## config.mk

```make
export PLATFORM = sky130hd
export DESIGN_NAME = banked_regfile
export DESIGN_NICKNAME = d
export VERILOG_FILES = /design/src/rtl/bankreg_pkg.sv /design/src/rtl/bank_map.sv /design/src/rtl/mode_fsm.sv /design/src/rtl/pc_unit.sv /design/src/rtl/banked_regfile.sv
export SDC_FILE = /design/constraint.sdc
export NUM_CORES = 2
export LEC_CHECK = 0
export CAP_MARGIN = 0
export CORE_MARGIN = 2
export CORE_UTILIZATION = 25
export CTS_CLUSTER_DIAMETER = 120
export DETAILED_ROUTE_END_ITERATION = 8
export PLACE_DENSITY_LB_ADDON = 0.3
export SLEW_MARGIN = 30
export SYNTH_ARGS = -nofsm -noshare
export SYNTH_HDL_FRONTEND = slang
export SYNTH_SLANG_ARGS = --single-unit
```

## constraint.sdc

```tcl
create_clock -name clk -period 8.6 [get_ports clk]
set_clock_uncertainty 0.1 [all_clocks]
set_input_delay 2.58 -clock clk [delete_from_list [all_inputs] [get_ports clk]]
set_output_delay 2.58 -clock clk [all_outputs]
set_load 0.005 [all_outputs]
```

## src/rtl/bankreg_pkg.sv

```systemverilog
package bankreg_pkg;

    typedef enum logic [1:0] {
        MODE_USER  = 2'b00,
        MODE_FAST  = 2'b01,
        MODE_IRQ   = 2'b10,
        MODE_SUPER = 2'b11
    } mode_e;

    localparam int IDX_W      = 4;
    localparam int PC_IDX     = 15;
    localparam int LINK_IDX   = 14;
    localparam int FAST_FIRST = 8;
    localparam int PRIV_FIRST = 13;
    localparam int N_USER     = 15;
    localparam int N_FAST     = 7;
    localparam int N_PRIV     = 2;
    localparam int FAST_BASE  = N_USER;
    localparam int IRQ_BASE   = FAST_BASE + N_FAST;
    localparam int SUPER_BASE = IRQ_BASE + N_PRIV;
    localparam int N_SLOT     = SUPER_BASE + N_PRIV;
    localparam int SLOT_W     = $clog2(N_SLOT);

    // Physical slot for a visible index under a given mode.
    function automatic logic [SLOT_W-1:0] phys_slot(mode_e m, logic [IDX_W-1:0] idx);
        logic [SLOT_W-1:0] s;
        s = SLOT_W'(idx);
        if (m == MODE_FAST && idx >= IDX_W'(FAST_FIRST) && idx <= IDX_W'(LINK_IDX))
            s = SLOT_W'(idx) - SLOT_W'(FAST_FIRST) + SLOT_W'(FAST_BASE);
        else if (m == MODE_IRQ && idx >= IDX_W'(PRIV_FIRST) && idx <= IDX_W'(LINK_IDX))
            s = SLOT_W'(idx) - SLOT_W'(PRIV_FIRST) + SLOT_W'(IRQ_BASE);
        else if (m == MODE_SUPER && idx >= IDX_W'(PRIV_FIRST) && idx <= IDX_W'(LINK_IDX))
            s = SLOT_W'(idx) - SLOT_W'(PRIV_FIRST) + SLOT_W'(SUPER_BASE);
        return s;
    endfunction

endpackage

```

## src/rtl/bank_map.sv

```systemverilog
module bank_map
    import bankreg_pkg::*;
(
    input  mode_e             mode,
    input  logic [IDX_W-1:0]  idx,
    output logic [SLOT_W-1:0] slot
);
    always_comb slot = phys_slot(mode, idx);
endmodule

```

## src/rtl/mode_fsm.sv

```systemverilog
module mode_fsm
    import bankreg_pkg::*;
(
    input  logic       clk,
    input  logic       rst_n,
    input  logic       mode_req_en,
    input  logic [1:0] mode_req,
    input  logic       exc_en,
    input  logic [1:0] exc_kind,
    output mode_e      mode_q,
    output mode_e      exc_mode
);
    mode_e mode_d;

    always_comb begin
        unique case (exc_kind)
            2'b01:   exc_mode = MODE_FAST;
            2'b10:   exc_mode = MODE_IRQ;
            default: exc_mode = MODE_SUPER;
        endcase
    end

    always_comb begin
        mode_d = mode_q;
        unique case (mode_q)
            MODE_USER, MODE_FAST, MODE_IRQ, MODE_SUPER: begin
                if (exc_en)
                    mode_d = exc_mode;
                else if (mode_req_en)
                    mode_d = mode_e'(mode_req);
            end
            default: mode_d = MODE_SUPER;
        endcase
    end

    always_ff @(posedge clk or negedge rst_n) begin
        if (!rst_n) mode_q <= MODE_SUPER;
        else        mode_q <= mode_d;
    end


    hold_mode_chk: assert property (@(posedge clk) disable iff (!rst_n)
        (!exc_en && !mode_req_en) |=> $stable(mode_q));


    irq_entry_chk: assert property (@(posedge clk) disable iff (!rst_n)
        (exc_en && exc_kind == 2'b10) |=> mode_q == MODE_IRQ);


    other_entry_chk: assert property (@(posedge clk) disable iff (!rst_n)
        (exc_en && (exc_kind == 2'b00 || exc_kind == 2'b11)) |=> mode_q == MODE_SUPER);
endmodule

```

## src/rtl/pc_unit.sv

```systemverilog
module pc_unit #(
    parameter int DATA_W = 32,
    parameter int ADDR_W = 26
) (
    input  logic              clk,
    input  logic              rst_n,
    input  logic              wr_pc_en,
    input  logic [DATA_W-1:0] wr_data,
    input  logic [DATA_W-1:0] status_in,
    input  logic [ADDR_W-1:0] rd_off  [2],
    input  logic              rd_stat [2],
    input  logic [1:0]        exc_kind,
    output logic [DATA_W-1:0] rd_view [2],
    output logic [DATA_W-1:0] link_val
);
    localparam logic [DATA_W-1:0] ADDR_MASK =
        {{(DATA_W-ADDR_W){1'b0}}, {(ADDR_W-2){1'b1}}, 2'b00};

    logic [DATA_W-1:0] pc_q;

    always_ff @(posedge clk or negedge rst_n) begin
        if (!rst_n)        pc_q <= '0;
        else if (wr_pc_en) pc_q <= wr_data & ADDR_MASK;
    end

    for (genvar p = 0; p < 2; p++) begin : g_view
        logic [DATA_W-1:0] addr;
        always_comb begin
            addr = (pc_q + DATA_W'(rd_off[p])) & ADDR_MASK;
            rd_view[p] = rd_stat[p] ? (addr | (status_in & ~ADDR_MASK)) : addr;
        end
    end

    always_comb begin
        if (exc_kind == 2'b01 || exc_kind == 2'b10)
            link_val = (pc_q + DATA_W'(8)) & ADDR_MASK;
        else
            link_val = (pc_q + DATA_W'(4)) & ADDR_MASK;
    end


    pc_write_chk: assert property (@(posedge clk) disable iff (!rst_n)
        wr_pc_en |=> pc_q == ($past(wr_data) & ADDR_MASK));
endmodule

```

## src/rtl/banked_regfile.sv

```systemverilog
module banked_regfile
    import bankreg_pkg::*;
#(
    parameter int DATA_W = 32,
    parameter int ADDR_W = 26
) (
    input  logic              clk,
    input  logic              rst_n,
    input  logic              mode_req_en,
    input  logic [1:0]        mode_req,
    input  logic              exc_en,
    input  logic [1:0]        exc_kind,
    input  logic [DATA_W-1:0] status_in,
    input  logic              wr_en,
    input  logic [3:0]        wr_idx,
    input  logic [DATA_W-1:0] wr_data,
    input  logic [3:0]        rda_idx,
    input  logic [ADDR_W-1:0] rda_off,
    input  logic              rda_stat,
    output logic [DATA_W-1:0] rda_data,
    input  logic [3:0]        rdb_idx,
    input  logic [ADDR_W-1:0] rdb_off,
    input  logic              rdb_stat,
    output logic [DATA_W-1:0] rdb_data,
    output logic [1:0]        mode_out
);
    localparam int N_MAP = 4; // read A, read B, write, link

    mode_e             mode_q;
    mode_e             exc_mode;
    logic [DATA_W-1:0] store_q [N_SLOT];
    logic [DATA_W-1:0] pc_view [2];
    logic [ADDR_W-1:0] rd_off  [2];
    logic              rd_stat [2];
    logic [DATA_W-1:0] link_val;
    mode_e             map_mode [N_MAP];
    logic [IDX_W-1:0]  map_idx  [N_MAP];
    logic [SLOT_W-1:0] map_slot [N_MAP];
    logic              wr_pc, wr_arr;

    mode_fsm i_mode (
        .clk, .rst_n, .mode_req_en, .mode_req, .exc_en, .exc_kind,
        .mode_q, .exc_mode
    );

    assign rd_off[0]  = rda_off;
    assign rd_off[1]  = rdb_off;
    assign rd_stat[0] = rda_stat;
    assign rd_stat[1] = rdb_stat;
    assign wr_pc      = wr_en && wr_idx == IDX_W'(PC_IDX);
    assign wr_arr     = wr_en && wr_idx != IDX_W'(PC_IDX) &&
                        !(exc_en && wr_idx == IDX_W'(LINK_IDX));

    pc_unit #(.DATA_W(DATA_W), .ADDR_W(ADDR_W)) i_pc (
        .clk, .rst_n, .wr_pc_en(wr_pc), .wr_data, .status_in,
        .rd_off, .rd_stat, .exc_kind, .rd_view(pc_view), .link_val
    );

    always_comb begin
        map_mode[0] = mode_q;   map_idx[0] = rda_idx;
        map_mode[1] = mode_q;   map_idx[1] = rdb_idx;
        map_mode[2] = mode_q;   map_idx[2] = wr_idx;
        map_mode[3] = exc_mode; map_idx[3] = IDX_W'(LINK_IDX);
    end

    for (genvar m = 0; m < N_MAP; m++) begin : g_map
        bank_map i_map (.mode(map_mode[m]), .idx(map_idx[m]), .slot(map_slot[m]));
    end

    always_ff @(posedge clk or negedge rst_n) begin
        if (!rst_n) begin
            for (int s = 0; s < N_SLOT; s++) store_q[s] <= '0;
        end else begin
            if (wr_arr) store_q[map_slot[2]] <= wr_data;
            if (exc_en) store_q[map_slot[3]] <= link_val;
        end
    end

    assign rda_data = (rda_idx == IDX_W'(PC_IDX)) ? pc_view[0] : store_q[map_slot[0]];
    assign rdb_data = (rdb_idx == IDX_W'(PC_IDX)) ? pc_view[1] : store_q[map_slot[1]];
    assign mode_out = mode_q;


    link_capture_chk: assert property (@(posedge clk) disable iff (!rst_n)
        exc_en |=> store_q[$past(map_slot[3])] == $past(link_val));


    user_r13_iso_chk: assert property (@(posedge clk) disable iff (!rst_n)
        (wr_en && !exc_en && mode_q == MODE_USER && wr_idx == 4'd13)
        |=> ($stable(store_q[SUPER_BASE]) && $stable(store_q[IRQ_BASE])));


    link_write_drop_chk: assert property (@(posedge clk) disable iff (!rst_n)
        (exc_en && wr_en && wr_idx == 4'd14 && mode_q == MODE_USER && exc_kind != 2'b01)
        |=> $stable(store_q[LINK_IDX]));
endmodule

```

---- Word-level counts from Yosys, hierarchy flattened ----
Cells that the tools add are included.
storage, ports and cells
  memories kept ........................... 0
  bits in latches ......................... 0
  input port bits ......................... 139
  word-level logic and storage cells ...... 145
  output and inout bits ................... 66
  memory bits (read-only) ................. 0
  memory bits (writable) .................. 0
  bits in registers ....................... 858
operators by class
  multiply operators ...................... 0
  divide/modulo/power cells ............... 0
  add/subtract/negate cells ............... 19
  equal/unequal tests ..................... 14
  magnitude comparators ................... 15
  reduce and logical (&&, ||, !) cells .... 28
  bitwise gates (word level) .............. 6
  shift-type cells ........................ 0
  mux-type cells .......................... 35
operator list
  cell                     number
  $bwmux W832              2
  $mux W832                2
  $bmux W32 S5             2
  $demux W32 S5            2
  $mux W32                 10
  $or A26 B32 Y32          2
  $mux W5                  12
  $add A26 B26 Y26         2
  $add A5 B5 Y5 const B    6
  $sub A4 B4 Y5 const B    6
  $add A26 B3 Y26 const B  1
  $add A26 B4 Y26 const B  1
  $mux W26                 1
  $ge A4 B4 Y1 const B     6
  $ge A6 B6 Y1 const B     4
  $logic_and A1 B1 Y1      24
  $not A5 Y6               4
  $eq A4 B4 Y1 const B     4
  $add A5 B4 Y5 const B    3
  $le A4 B4 Y1 const B     3
  $lt A6 B1 Y1 const B     2
  $eq A2 B2 Y1 const B     5
  $eq A2 B1 Y1 const B     3
  $mux W2                  3
  other kinds (7)          7

---- Depth between registers and ports, before layout ----
  word-level depth ........................ 15
  depth in mapped cells ................... 17
  gate-level depth less buffers ........... 13

---- Hierarchy ----
From an unflattened synthesis, not the netlist that was laid out.
unflattened totals
  cells, all modules ...................... 6775
  area, all modules ....................... 58917.8 um^2
modules (own cells, without submodules)
  module          sequential area each (um^2)  cells an instance  area each (um^2)  times used
  banked_regfile  20820.0                      6107               53548.9           1
  pc_unit         600.6                        448                3752.3            1
  bank_map        0.0                          53                 376.6             4
  mode_fsm        52.6                         8                  110.1             1

---- Worst setup path after synthesis ----
Ideal clock, no wire load.
  kind .................................... input-to-output
  start ................................... input rda_idx[0]
  end ..................................... output rda_data[10]
  buffers on the path ..................... 5
  arrival ................................. 5361 ps
  required time ........................... 5920 ps
  stages .................................. 16
  setup slack ............................. 559 ps
  cells stage by stage .................... buf_2 inv_1 ha_1 xor2_1 ha_1 nor2b_1 a221oi_1 o311a_1 or2_2 buf_2 buf_2 buf_2 buf_1 o2111ai_1 a31oi_1 o32ai_1
on the way
  longest elaborated chain between the ends .. 11
  elaborated cells on any way between the ends .. 23
  those cells by class .................... add/sub: 5; order compare: 3; eq/ne: 1; mux: 7; bitwise: 1; reduce/logical: 6
ends and longest elaborated chain
  what                                                                    RTL line              RTL
  from (decl)                                                             banked_regfile.sv:17  input logic [3:0] rda_idx,
  parallel branches: the longest is 10 deep, another holds $sub A4 B4 Y5  n/a
  $mux W32 *                                                              banked_regfile.sv:79  assign rda_data = (rda_idx == IDX_W'(PC_IDX)) ? pc_view[0] : store_q[map_slot[0]];
  to (decl)                                                               banked_regfile.sv:20  output logic [DATA_W-1:0] rda_data,
Every way passes the cells marked *. The select of a mux whose other input is x is not followed.

---- Worst setup path after layout ----
  start ................................... input rdb_off[6]
  end ..................................... output rdb_data[25]
on the way
  longest elaborated chain between the ends .. 4
ends and longest elaborated chain
  what                RTL line              RTL
  from (decl)         banked_regfile.sv:22  input logic [ADDR_W-1:0] rdb_off,
  $add A26 B26 Y26 *  pc_unit.sv:29         addr = (pc_q + DATA_W'(rd_off[p])) & ADDR_MASK;
  $or A26 B32 Y32     pc_unit.sv:30         rd_view[p] = rd_stat[p] ? (addr | (status_in & ~ADDR_MASK)) : addr;
  $mux W32 *          pc_unit.sv:30
  $mux W32 *          banked_regfile.sv:80  assign rdb_data = (rdb_idx == IDX_W'(PC_IDX)) ? pc_view[1] : store_q[map_slot[1]];
  to (decl)           banked_regfile.sv:24  output logic [DATA_W-1:0] rdb_data,
Every way passes the cells marked *; elsewhere a longest branch is shown, timed or not.

==> impl_metrics.prom <==
# TYPE chip_impl_metric gauge
chip_impl_metric{name="routed-via-count",unit=""} 47400
chip_impl_metric{name="slew-limit-headroom",unit="%"} 27.5
chip_impl_metric{name="timing_worst_slew_pin_value",unit="ns"} 1.08
chip_impl_metric{name="cp.required",unit="ns"} 5.92
chip_impl_metric{name="fin_worst_hold_slack",unit="ns"} 0.423
chip_impl_metric{name="die_w",unit="um"} 463
chip_impl_metric{name="grt_util_all_layers",unit="%"} 22.5
chip_impl_metric{name="num-nets-final",unit=""} 5950
chip_impl_metric{name="number_of_setup_violations_in_the_final_report",unit=""} 0
chip_impl_metric{name="routed_via_density",unit=""} 5.48
chip_impl_metric{name="post_synth_xor_area_fraction",unit="%"} 1.23
chip_impl_metric{name="route.final.wire_length",unit="mm"} 248
chip_impl_info{name="cts_tree",value="done"} 1
chip_impl_metric{name="reg2reg_depth",unit=""} 11
chip_impl_metric{name="wire_per_inst",unit="um"} 28.8
chip_impl_metric{name="maxCapViolations",unit=""} 0
chip_impl_metric{name="number_of_antenna_violating_nets_in_the_routed_design",unit=""} 0
chip_impl_metric{name="p_switching",unit="mW"} 6.43
chip_impl_info{name="synth_top_family_by_area",value="multiplexers"} 1
chip_impl_metric{name="finalMaxSlewViolations",unit=""} 0
chip_impl_metric{name="count_of_final_hold_check_violations",unit=""} 0
chip_impl_metric{name="numPlacedInstances",unit=""} 8285
chip_impl_metric{name="gp_routability_congestion",unit=""} 0.892
chip_impl_metric{name="syn_to_final_growth",unit="%"} 32.1
chip_impl_metric{name="achievable-frequency",unit="MHz"} 117
chip_impl_info{name="synth-main-ff-cell",value="dfrtp_1"} 1
chip_impl_metric{name="worst_ep_arrival_time",unit="ns"} 5.90
chip_impl_metric{name="die_y",unit="um"} 463
chip_impl_metric{name="ys_warn_count",unit=""} 0
chip_impl_metric{name="seq_area_frac_synth",unit="%"} 40.7
chip_impl_metric{name="drt_first_pass_iters",unit=""} 6
chip_impl_metric{name="clk_path_buf_depth",unit=""} 3
chip_impl_metric{name="cts_sinks",unit=""} 858
chip_impl_metric{name="initial_core_utilization",unit="%"} 25.2
chip_impl_metric{name="synth-simple-area-share",unit="%"} 14.1
chip_impl_metric{name="detailedPlacementHpwl",unit="mm"} 160
chip_impl_metric{name="fin_tns_setup",unit="ns"} 0
chip_impl_metric{name="power_density_relative_to_cell_area",unit="mW/mm^2"} 258
chip_impl_metric{name="io-pin-count",unit=""} 205
chip_impl_metric{name="grt_pass1_wl",unit="mm"} 351
chip_impl_info{name="hold_start",value="store_q[742]$_DFF_PN0_"} 1
chip_impl_metric{name="synthesis.nets",unit=""} 5361
chip_impl_info{name="timing.critical_path.from_type",value="input pin"} 1
chip_impl_metric{name="switching_share",unit="%"} 35.7
chip_impl_info{name="hold_path_end",value="store_q[742]$_DFF_PN0_"} 1
chip_impl_metric{name="clk-insertion-delay-late",unit="ns"} 0.76
chip_impl_metric{name="irDropWorstVdd",unit="uV"} 175
chip_impl_metric{name="placeableCoreArea",unit="mm^2"} 0.210
chip_impl_metric{name="seq_power_share",unit="%"} 36.0
chip_impl_metric{name="synth.mux.area_fraction",unit="%"} 29.4
chip_impl_metric{name="timing.final.crit_period",unit="ns"} 8.58
chip_impl_metric{name="postSynthCellCount",unit=""} 5150
chip_impl_metric{name="synth_compound_area_share",unit="%"} 8.63
chip_impl_info{name="status",value="finished, final reports clean"} 1
chip_impl_info{name="reg2reg_from",value="i_mode.mode_q[0]$_DFFE_PN1P_"} 1
chip_impl_metric{name="p_comb_share",unit="%"} 38.5
chip_impl_metric{name="nFillCells",unit=""} 21100
chip_impl_metric{name="edff_count_synth",unit=""} 0
chip_impl_info{name="layout_common_cells",value="1011 x nand2_1, 856 x dfrtp_1, 561 x mux2_2, 532 x buf_4, 385 x mux2i_1"} 1
chip_impl_metric{name="placementRows",unit=""} 168
chip_impl_metric{name="share_of_synthesized_cell_area_in_full_adder_half_adder_and_majority_cells",unit="%"} 1.74
chip_impl_info{name="final_common_cell",value="nand2_1"} 1
chip_impl_metric{name="fp.dieArea",unit="mm^2"} 0.215
chip_impl_metric{name="cellLeakagePower",unit="nW"} 30.8
chip_impl_metric{name="layout.core_utilization",unit="%"} 33.2
chip_impl_metric{name="synth_top_area_share",unit="%"} 40.6
chip_impl_info{name="worstSetupEndpointType",value="primary output"} 1
chip_impl_info{name="rsz0062_at_grt",value="true"} 1
chip_impl_metric{name="cell_internal_pwr",unit="mW"} 11.6
chip_impl_metric{name="clock_power_share",unit="%"} 25.5
chip_impl_info{name="min_path_type",value="reg -> reg"} 1
chip_impl_metric{name="worst-path-max-fanout",unit=""} 4
chip_impl_metric{name="cts-buffers-inserted",unit=""} 101
chip_impl_metric{name="netlist-cell-type-count",unit=""} 82
chip_impl_metric{name="avg_inst_size_synth",unit="um^2"} 10.2
chip_impl_info{name="clk_root_buffer_cell",value="clkbuf_16"} 1
chip_impl_metric{name="clk_pin_slew_worst_paths",unit="ns"} 0.06
chip_impl_metric{name="post-route-period-util",unit="%"} 99.8
chip_impl_metric{name="asyncSetResetFlopFracSynth",unit="%"} 100
chip_impl_metric{name="layout-drive-gt1-share",unit="%"} 36.2
chip_impl_info{name="post-synth-top-area-cell",value="dfrtp_1"} 1
chip_impl_metric{name="grt_pass1_vias",unit=""} 45500
chip_impl_metric{name="netlist_area",unit="mm^2"} 0.0527
chip_impl_metric{name="first_iter_violations",unit=""} 6254
chip_impl_metric{name="grt_antenna_before_repair",unit=""} 26
chip_impl_info{name="post_synth_main_area_contributors",value="dfrtp_1 41%, mux2_2 12%, mux4_2 9.8%"} 1
chip_impl_metric{name="ys_ff_latch",unit=""} 858
chip_impl_metric{name="grt-ovfl-total",unit=""} 0
chip_impl_info{name="critical_path_class",value="in -> out"} 1
chip_impl_metric{name="drc_errors",unit=""} 0
chip_impl_metric{name="cts_hold_buf",unit=""} 0
chip_impl_metric{name="setup.reg_to_reg.worst_slack",unit="ns"} 3.73
chip_impl_metric{name="finish.cell_count_without_fillers",unit=""} 8637
chip_impl_metric{name="h_tree_depth",unit=""} 3
chip_impl_metric{name="grt_start_max_net_pins",unit=""} 158
chip_impl_metric{name="number_of_cells_on_the_worst_hold_path",unit=""} 1
chip_impl_metric{name="buffer_ports.inserted",unit=""} 176
==> power by group through the flow <==
| stage | sequential, mW | combinational, mW | clock [mW] |
|---|---|---|---|
| 3_5_place_dp | 6.47 | 6.25 | 0 |
| 3_3_place_gp | 6.39 | 6.17 | 0 |
| 5_1_grt | 6.62 | 7.39 | 4.81 |
| 4_1_cts | 6.41 | 6.80 | 4.64 |
| 6_report | 6.48 | 6.93 | 4.59 |
| 2_1_floorplan | 6.09 | 3.82 | 0 |
==> stage by stage <==
step	area, um^2	power [mW]	setup WS (ns)
after floorplan	52700	9.90	0.559
after global placement	62400	12.6	-1.12
after detailed placement	62400	12.7	-1.13
after CTS	69300	17.9	-0.0806
after global routing	69600	18.8	-0.0403
final	69700	18.0	0.0200
==> final cells by class <==
class                      instances  area (um^2)  share of cell area (%)
antenna                            9         22.5                  0.0323
tap                             2805         3510                    5.04
clock inverter                    57          628                   0.902
timing repair buffer             956        10300                    14.7
inverter                          25         93.8                   0.135
multi-input combinational       3797        30800                    44.3
sequential                       858        21500                    30.8
clock buffer                     130         2840                    4.07
==> critical path, cell delays in order <==
cell	delay [ns]
clkdlybuf4s50_1	0.40
ha_1	0.34
o211ai_1	0.11
o21bai_1	0.23
o31a_1	0.36
a31oi_1	0.16
buf_4	0.19
o31ai_4	0.22
buf_4	0.17
a21oi_2	0.05
o31a_1	0.28
a41o_1	0.24
a211o_1	0.39
buf_2	0.16
==> routing by layer <==
| metal | part of all wire [%] | GRT usage (%) | up-vias |
|---|---|---|---|
| met1 | 43 | 31.7 | 24400 |
| met3 | 9.6 | 4.98 | 516 |
| met5 | 0.055 | 0 | - |
| li1 | - | - | 19800 |
| met2 | 43 | 33.1 | 2625 |
| met4 | 4.2 | 9.02 | 26 |
==> cell usage after synthesis, drive strengths merged, types with 14 or more instances <==
| cell type | count |
|---|---|
| nand3 | 339 |
| a211oi | 16 |
| nor3 | 41 |
| o21ai | 254 |
| nand4 | 16 |
| nor2 | 149 |
| o22ai | 19 |
| nand2b | 16 |
| a31oi | 76 |
| a22oi | 14 |
| a311oi | 26 |
| a21o | 14 |
| mux2i | 392 |
| inv | 25 |
| buf | 230 |
| o32ai | 16 |
| xor2 | 21 |
| xnor2 | 52 |
| o2111ai | 15 |
| and2 | 15 |
| a21oi | 164 |
| nand2 | 1036 |
| ha | 70 |
| dfrtp | 856 |
| mux4 | 229 |
| o221ai | 15 |
| and3 | 70 |
| mux2 | 570 |
| clkbuf | 240 |
==> worst max-delay path by stage <==
| stage | to | cells past startpoint | slack, ns | from |
|---|---|---|---|---|
| 6_report | rdb_data[25] | 14 | 0.02 | rdb_off[6] |
| 5_1_grt | rdb_data[20] | 18 | -0.04 | rdb_idx[0] |
| 4_1_cts | rdb_data[7] | 18 | -0.08 | rdb_idx[0] |
| 3_5_place_dp | rda_data[3] | 17 | -1.13 | rda_idx[0] |
| 3_3_place_gp | rda_data[3] | 17 | -1.12 | rda_idx[0] |
| 2_1_floorplan | rda_data[10] | 16 | 0.56 | rda_idx[0] |
==> repair_timing <==
action	CTS	global route
hold endpoints to repair	0	0
pin swaps	135	57
setup buffers	128	18
gates cloned	25	0
resized for setup	509	91
setup endpoints to repair	64	59
==> logic make-up (layout without fill, tap and decap cells) <==
logic type               Yosys count  in the layout
AO/OA/AOI/OAI                    729            729
adder cells (fa/ha/maj)           72             72
AND/OR/NAND/NOR                 1732           1732
flip-flops                       858            858
other                              0              9
buffers and inverters            495           1168
XOR/XNOR                          73             73
multiplexers                    1191           1191
Note: power is estimated with default switching activity, not from simulation.
